### config.mk
export PLATFORM = sky130hd
export DESIGN_NAME = ctrl_pipe
export DESIGN_NICKNAME = d
export VERILOG_FILES = /design/src/rtl/ctrl_pipe.sv
export SDC_FILE = /design/constraint.sdc
export NUM_CORES = 1
export LEC_CHECK = 0
export ABC_AREA = 1
export CAP_MARGIN = 40
export CORE_ASPECT_RATIO = 0.8
export CORE_MARGIN = 4
export CORE_UTILIZATION = 42
export CTS_CLUSTER_SIZE = 30
export DETAILED_ROUTE_END_ITERATION = 7
export HOLD_SLACK_MARGIN = 0.03
export PLACE_DENSITY = 0.83
export REMOVE_ABC_BUFFERS = 1
export SLEW_MARGIN = 10
export SYNTH_ARGS = -nofsm -noshare
export SYNTH_HDL_FRONTEND = slang
export SYNTH_SLANG_ARGS = --single-unit
### constraint.sdc
create_clock -name clk -period 1.39 [get_ports clk]
set_clock_uncertainty 0.05 [all_clocks]
set_input_delay 0.2085 -clock clk [delete_from_list [all_inputs] [get_ports clk]]
set_output_delay 0.2085 -clock clk [all_outputs]
set_load 0.1 [all_outputs]
### src/rtl/ctrl_pipe.sv
module ctrl_pipe #(
  parameter int REG_W = 5
) (
  input  logic             clk,
  input  logic             rst,
  input  logic [31:0]      instr,
  input  logic             alu_zero,
  output logic             ex_alu_src,
  output logic [1:0]       ex_alu_op,
  output logic             ex_reg_dst,
  output logic             mem_read,
  output logic             mem_write,
  output logic             mem_branch,
  output logic             pc_src,
  output logic             wb_reg_write,
  output logic             wb_mem_to_reg,
  output logic [REG_W-1:0] wb_dst
);

  localparam logic [5:0] OP_ALU   = 6'h00;
  localparam logic [5:0] OP_LOAD  = 6'h23;
  localparam logic [5:0] OP_STORE = 6'h2B;
  localparam logic [5:0] OP_BEQ   = 6'h04;

  wire [5:0]       op    = instr[31:26];
  wire [REG_W-1:0] rt_id = instr[16 +: REG_W];
  wire [REG_W-1:0] rd_id = instr[11 +: REG_W];
  wire unused_fields = ^{instr[25:21], instr[10:0]};

  logic       d_alu_src, d_reg_dst, d_mrd, d_mwr, d_br, d_rw, d_m2r;
  logic [1:0] d_alu_op;

  always_comb begin
    {d_alu_src, d_alu_op, d_reg_dst, d_mrd, d_mwr, d_br, d_rw, d_m2r} = '0;
    case (op)
      OP_ALU:   begin d_reg_dst = 1'b1; d_rw = 1'b1; d_alu_op = 2'b10; end
      OP_LOAD:  begin d_alu_src = 1'b1; d_mrd = 1'b1; d_m2r = 1'b1; d_rw = 1'b1; end
      OP_STORE: begin d_alu_src = 1'b1; d_mwr = 1'b1; end
      OP_BEQ:   begin d_br = 1'b1; d_alu_op = 2'b01; end
      default:  ;
    endcase
  end

  // decode/execute register: all three bundles plus both candidate numbers
  logic             x_mrd, x_mwr, x_br, x_rw, x_m2r;
  logic [REG_W-1:0] x_rt, x_rd;

  always_ff @(posedge clk) begin
    if (rst) begin
      {ex_alu_src, ex_alu_op, ex_reg_dst} <= '0;
      {x_mrd, x_mwr, x_br, x_rw, x_m2r}  <= '0;
      x_rt <= '0;
      x_rd <= '0;
    end else begin
      {ex_alu_src, ex_alu_op, ex_reg_dst} <= {d_alu_src, d_alu_op, d_reg_dst};
      {x_mrd, x_mwr, x_br, x_rw, x_m2r}  <= {d_mrd, d_mwr, d_br, d_rw, d_m2r};
      x_rt <= rt_id;
      x_rd <= rd_id;
    end
  end

  wire [REG_W-1:0] x_dst = ex_reg_dst ? x_rd : x_rt;

  // execute/memory register: memory and writeback bundles
  logic             m_rw, m_m2r;
  logic [REG_W-1:0] m_dst;

  always_ff @(posedge clk) begin
    if (rst) begin
      {mem_read, mem_write, mem_branch, m_rw, m_m2r} <= '0;
      m_dst <= '0;
    end else begin
      {mem_read, mem_write, mem_branch, m_rw, m_m2r} <= {x_mrd, x_mwr, x_br, x_rw, x_m2r};
      m_dst <= x_dst;
    end
  end

  assign pc_src = mem_branch & alu_zero;

  // memory/writeback register: writeback bundle only
  always_ff @(posedge clk) begin
    if (rst) begin
      {wb_reg_write, wb_mem_to_reg} <= '0;
      wb_dst <= '0;
    end else begin
      {wb_reg_write, wb_mem_to_reg} <= {m_rw, m_m2r};
      wb_dst <= m_dst;
    end
  end

  p_mem_follows_ex_r6: assert property (@(posedge clk) disable iff (rst)
    !rst |=> {mem_read, mem_write, mem_branch} == $past({x_mrd, x_mwr, x_br}));

  p_wb_follows_mem_r6: assert property (@(posedge clk) disable iff (rst)
    !rst |=> {wb_reg_write, wb_mem_to_reg, wb_dst} == $past({m_rw, m_m2r, m_dst}));

  p_dst_select_r7: assert property (@(posedge clk) disable iff (rst)
    !rst |=> m_dst == ($past(ex_reg_dst) ? $past(x_rd) : $past(x_rt)));

  p_load_writes_r2: assert property (@(posedge clk) disable iff (rst)
    mem_read |=> wb_reg_write && wb_mem_to_reg);

  p_store_no_write_r3: assert property (@(posedge clk) disable iff (rst)
    mem_write |=> !wb_reg_write);

  p_no_taken_without_branch_r8: assert property (@(posedge clk) disable iff (rst)
    !mem_branch |-> !pc_src);

  p_reset_clears_r9: assert property (@(posedge clk)
    rst |=> !ex_alu_src && ex_alu_op == 2'b00 && !ex_reg_dst && !mem_read &&
            !mem_write && !mem_branch && !wb_reg_write && !wb_mem_to_reg && wb_dst == '0);

endmodule

# After elaboration in Yosys (flattened, before gate mapping)

Cells that the tools add are included.

Register bits after elaboration: 34
Input bits: 35
Output and inout port bits: 15
Word-level logic and storage cells: 32

Eq/ne operators: 3
Multiplexer cells: 8
Bitwise operators: 1
Reduce and logical (&&, ||, !) cells: 3

Operators with widths:

| operator           | number |
|---|---|
| $eq 6x6->1 const B | 2 |
| $eq 6x3->1 const B | 1 |
| $logic_not 6->1    | 1 |
| $mux 1             | 6 |
| $mux 5             | 1 |
| $pmux 2 s2         | 1 |
| $reduce_or 2->1    | 2 |
| $and 1x1->1        | 1 |

# Depth between registers and ports, before layout

Word-level depth: 3
Gate-level depth with buffers: 5

# Least setup slack after synthesis

No wires, ideal clock.

Path kind: reg-to-output
From: register mem_branch
To: output port pc_src
Arrival time: 1659 ps
Required time: 1132 ps
Slack: -527 ps
Cell stages (with the launch flop): 3
Path buffers: 0
Cell sequence: dfxtp_1 > nand2_1 > inv_1

Longest elaborated chain between the ends: 1

RTL lines:

| what                   | RTL line | text |
|---|---|---|
| start, declared        | 13       | `output logic mem_branch,` |
| start signal, assigned | 73       | `{mem_read, mem_write, mem_branch, m_rw, m_m2r} <= {x_mrd, x_mwr, x_br, x_rw, x_m2r};` |
| $and 1x1->1            | 78       | `assign pc_src = mem_branch & alu_zero;` |
| end, declared          | 14       | `output logic pc_src,` |

Every way passes these cells.

# Worst setup path in the final report

Same ends and word-level chain as after synthesis.

==> metrics.yaml <==
status: "completed"
syn_avg_cell_area_um2: 8.173
max_freq_mhz: 753.8
max_cap_violations: 0
die_h_um: 52.29
cts_tree: "yes"
switchingPower_uw: 402.9
num_vias: 819
post-cts-setup-buffers: 0
final-seq-area_um2: 660.6
grt_usage_pct: 13.16
rows: 15
clock_path_buffers: 2
ctsHoldBuffers: 0
path_class: "register to primary output"
holdPathStages: 3
cts_buffers: 5
drt-total-wl_um: 2005
power.density_mw_per_mm2: 1090
cts_root_buffer: "clkbuf_4"
synth_edf_count: 0
port_buffers: 33
place_hpwl_um: 1503
grt_pass1_wl_um: 3194
ys_top_cells_by_area: "dfxtp_1 64%, nor2_1 13%, inv_1 12%"
end_kind: "primary output"
floorplan.initialDensity_pct: 45.72
postLayoutCoreUtil_pct: 71.44
drive_gt1_share_pct: 15.15
placedCellCount: 182
hp-class: "input pin to register"
drtIter0Drc: 26
io_pins: 50
yosys.area.top_type: "dfxtp_1"
slowest_stage: "dfxtp_1"
fin_cells: 190
via_per_inst: 4.311
synth_area_mm2: 0.001030
arrival_ns: 1.07
synth_top_area_share_pct: 64.16
multiInputGateArea_um2: 219.0
fillers: 169
grt_max_degree: 25
hold_viol: 0
ys_types: 9
dieArea_mm2: 0.003313
comb_power_share_pct: 9.8
r2r_cells: 3
critPathTopFamily: "flip-flops"
synth_common_cells: "36 x nor2_1, 33 x dfxtp_1, 33 x inv_1"
p_clk_share_pct: 34.1
cp_slowest_stage_delay_ns: 0.39
place_ws_ns: 0.07064
p_int_uw: 1350
ys_async_sr_fraction_pct: 0
cts.repair.resized: 0
ys.flop_type: "dfxtp_1"
dpl_cell_area_mm2: 0.001539
drcViolationCount: 0
tightest_slew_ns: 0.2383
n_antenna_cell: 0
globalplace.congestion: 0.6901
rsz0062_at_grt: "no"
period_minus_slack_ns: 1.327
grt_pass1_vias: 764
setup_violations: 0
h-tree-depth: 2
switching_share_pct: 22.98
clk_pin_slew_ns: 0.10
timing.critical_path.buf_inv: 2
core_area_mm2: 0.002252
slew_violations: 0
final_nets: 199
wl_per_cell_um: 10.55
finalPower_uw: 1753
p_leak_uw: 0.0007884
ant_nets: 0
syn2layout_area_growth_pct: 56.26
cp.required_ns: 1.13
critPathMaxFanout: 2
clkSinkCount: 33
slew_headroom_pct: 84.09
stdcell_area_mm2: 0.001609
irDropWorstVdd_mv: 0.5323
ys_seq_elements: 33
crit_chain: "nand2_1 -> inv_1 -> buf_12"
syn-instance-count: 126
ys.warnings.count: 0
chipWidth_um: 63.36
drt_first_pass_iters: 6
crit_cells: 3
yosysMostFrequentCell: "nor2_1"
finalCritPeriodShare_pct: 95.44
synth-seq-area-share_pct: 64.16
startpoint_type: "register"
clkLatencyLatePin_ns: 0.33
layout_setup_ws_ns: 0.06332
grt_overflow_total: 0
antenna_found_initial: 0
seq_power_share_pct: 56.1
[logic make-up (layout without fill, tap and decap cells)]
group | Yosys count | after routing | share of synthesized area (%)
flip-flops | 33 | 33 | 64.16
AO/OA/AOI/OAI | 5 | 5 | 2.430
buffers and inverters | 37 | 76 | 14.58
AND/OR/NAND/NOR | 51 | 51 | 18.83
[cells in the final DEF (no fill, tap or decap), drive strengths merged]
| cell | instances |
|---|---|
| buf | 16 |
| nor3 | 1 |
| inv | 34 |
| o21ai | 5 |
| nand2 | 13 |
| clkbuf | 7 |
| clkinv | 1 |
| clkdlybuf4s50 | 18 |
| dfxtp | 33 |
| nor2 | 36 |
| nand3 | 1 |
[through the flow]
step | hold slack [ns] | setup TNS [ns]
6_report | 0.3350 | 0
5_1_grt | 0.3344 | 0
2_1_floorplan | 0.2297 | -1.330
3_3_place_gp | 0.3409 | 0
4_1_cts | 0.3179 | 0
3_5_place_dp | 0.3440 | 0
[power by group through the flow]
stage	logic (uW)	clock network [uW]	registers, uW
2_1_floorplan	34.8	0	1040
3_3_place_gp	167	0	1000
3_5_place_dp	172	0	1010
4_1_cts	172	617	984
5_1_grt	184	657	986
6_report	172	598	983
[worst register-to-register path, cell delays in order (launching register included)]
cell and delay [ns]:
dfxtp_1 0.46, inv_1 0.14, nor2_1 0.12, nor2_1 0.06
[layer usage]
| layer | GRT usage (%) | vias to the layer above | share of wire (%) |
|---|---|---|---|
| li1 | - | 425 | - |
| met1 | 12.27 | 361 | 39 |
| met2 | 23.40 | 29 | 51 |
| met3 | 6.438 | 4 | 6.5 |
| met4 | 8.244 | 0 | 2.7 |
| met5 | 0 | - | 0 |
[final cells by class]
| class | instances | share of cell area [%] |
|---|---|---|
| Clock inverter | 1 | 0.3110 |
| Inverter | 34 | 7.932 |
| Clock buffer | 7 | 4.044 |
| Timing Repair Buffer | 34 | 31.10 |
| Sequential cell | 33 | 41.06 |
| Tap cell | 25 | 1.944 |
| Multi-Input combinational cell | 56 | 13.61 |
[worst paths after layout]
check / from / endpoint / slack (ns)
worst min-delay path: instr[16] / x_rt[0]$_SDFF_PP0_ / 0.34
worst min register to register: m_dst[0]$_SDFF_PP0_ / wb_dst[0]$_SDFF_PP0_ / 0.36
worst max-delay path: mem_branch$_SDFF_PP0_ / pc_src / 0.06
worst max register to register: ex_reg_dst$_SDFF_PP0_ / m_dst[2]$_SDFF_PP0_ / 0.46
Power figures use the tool's default switching activity.
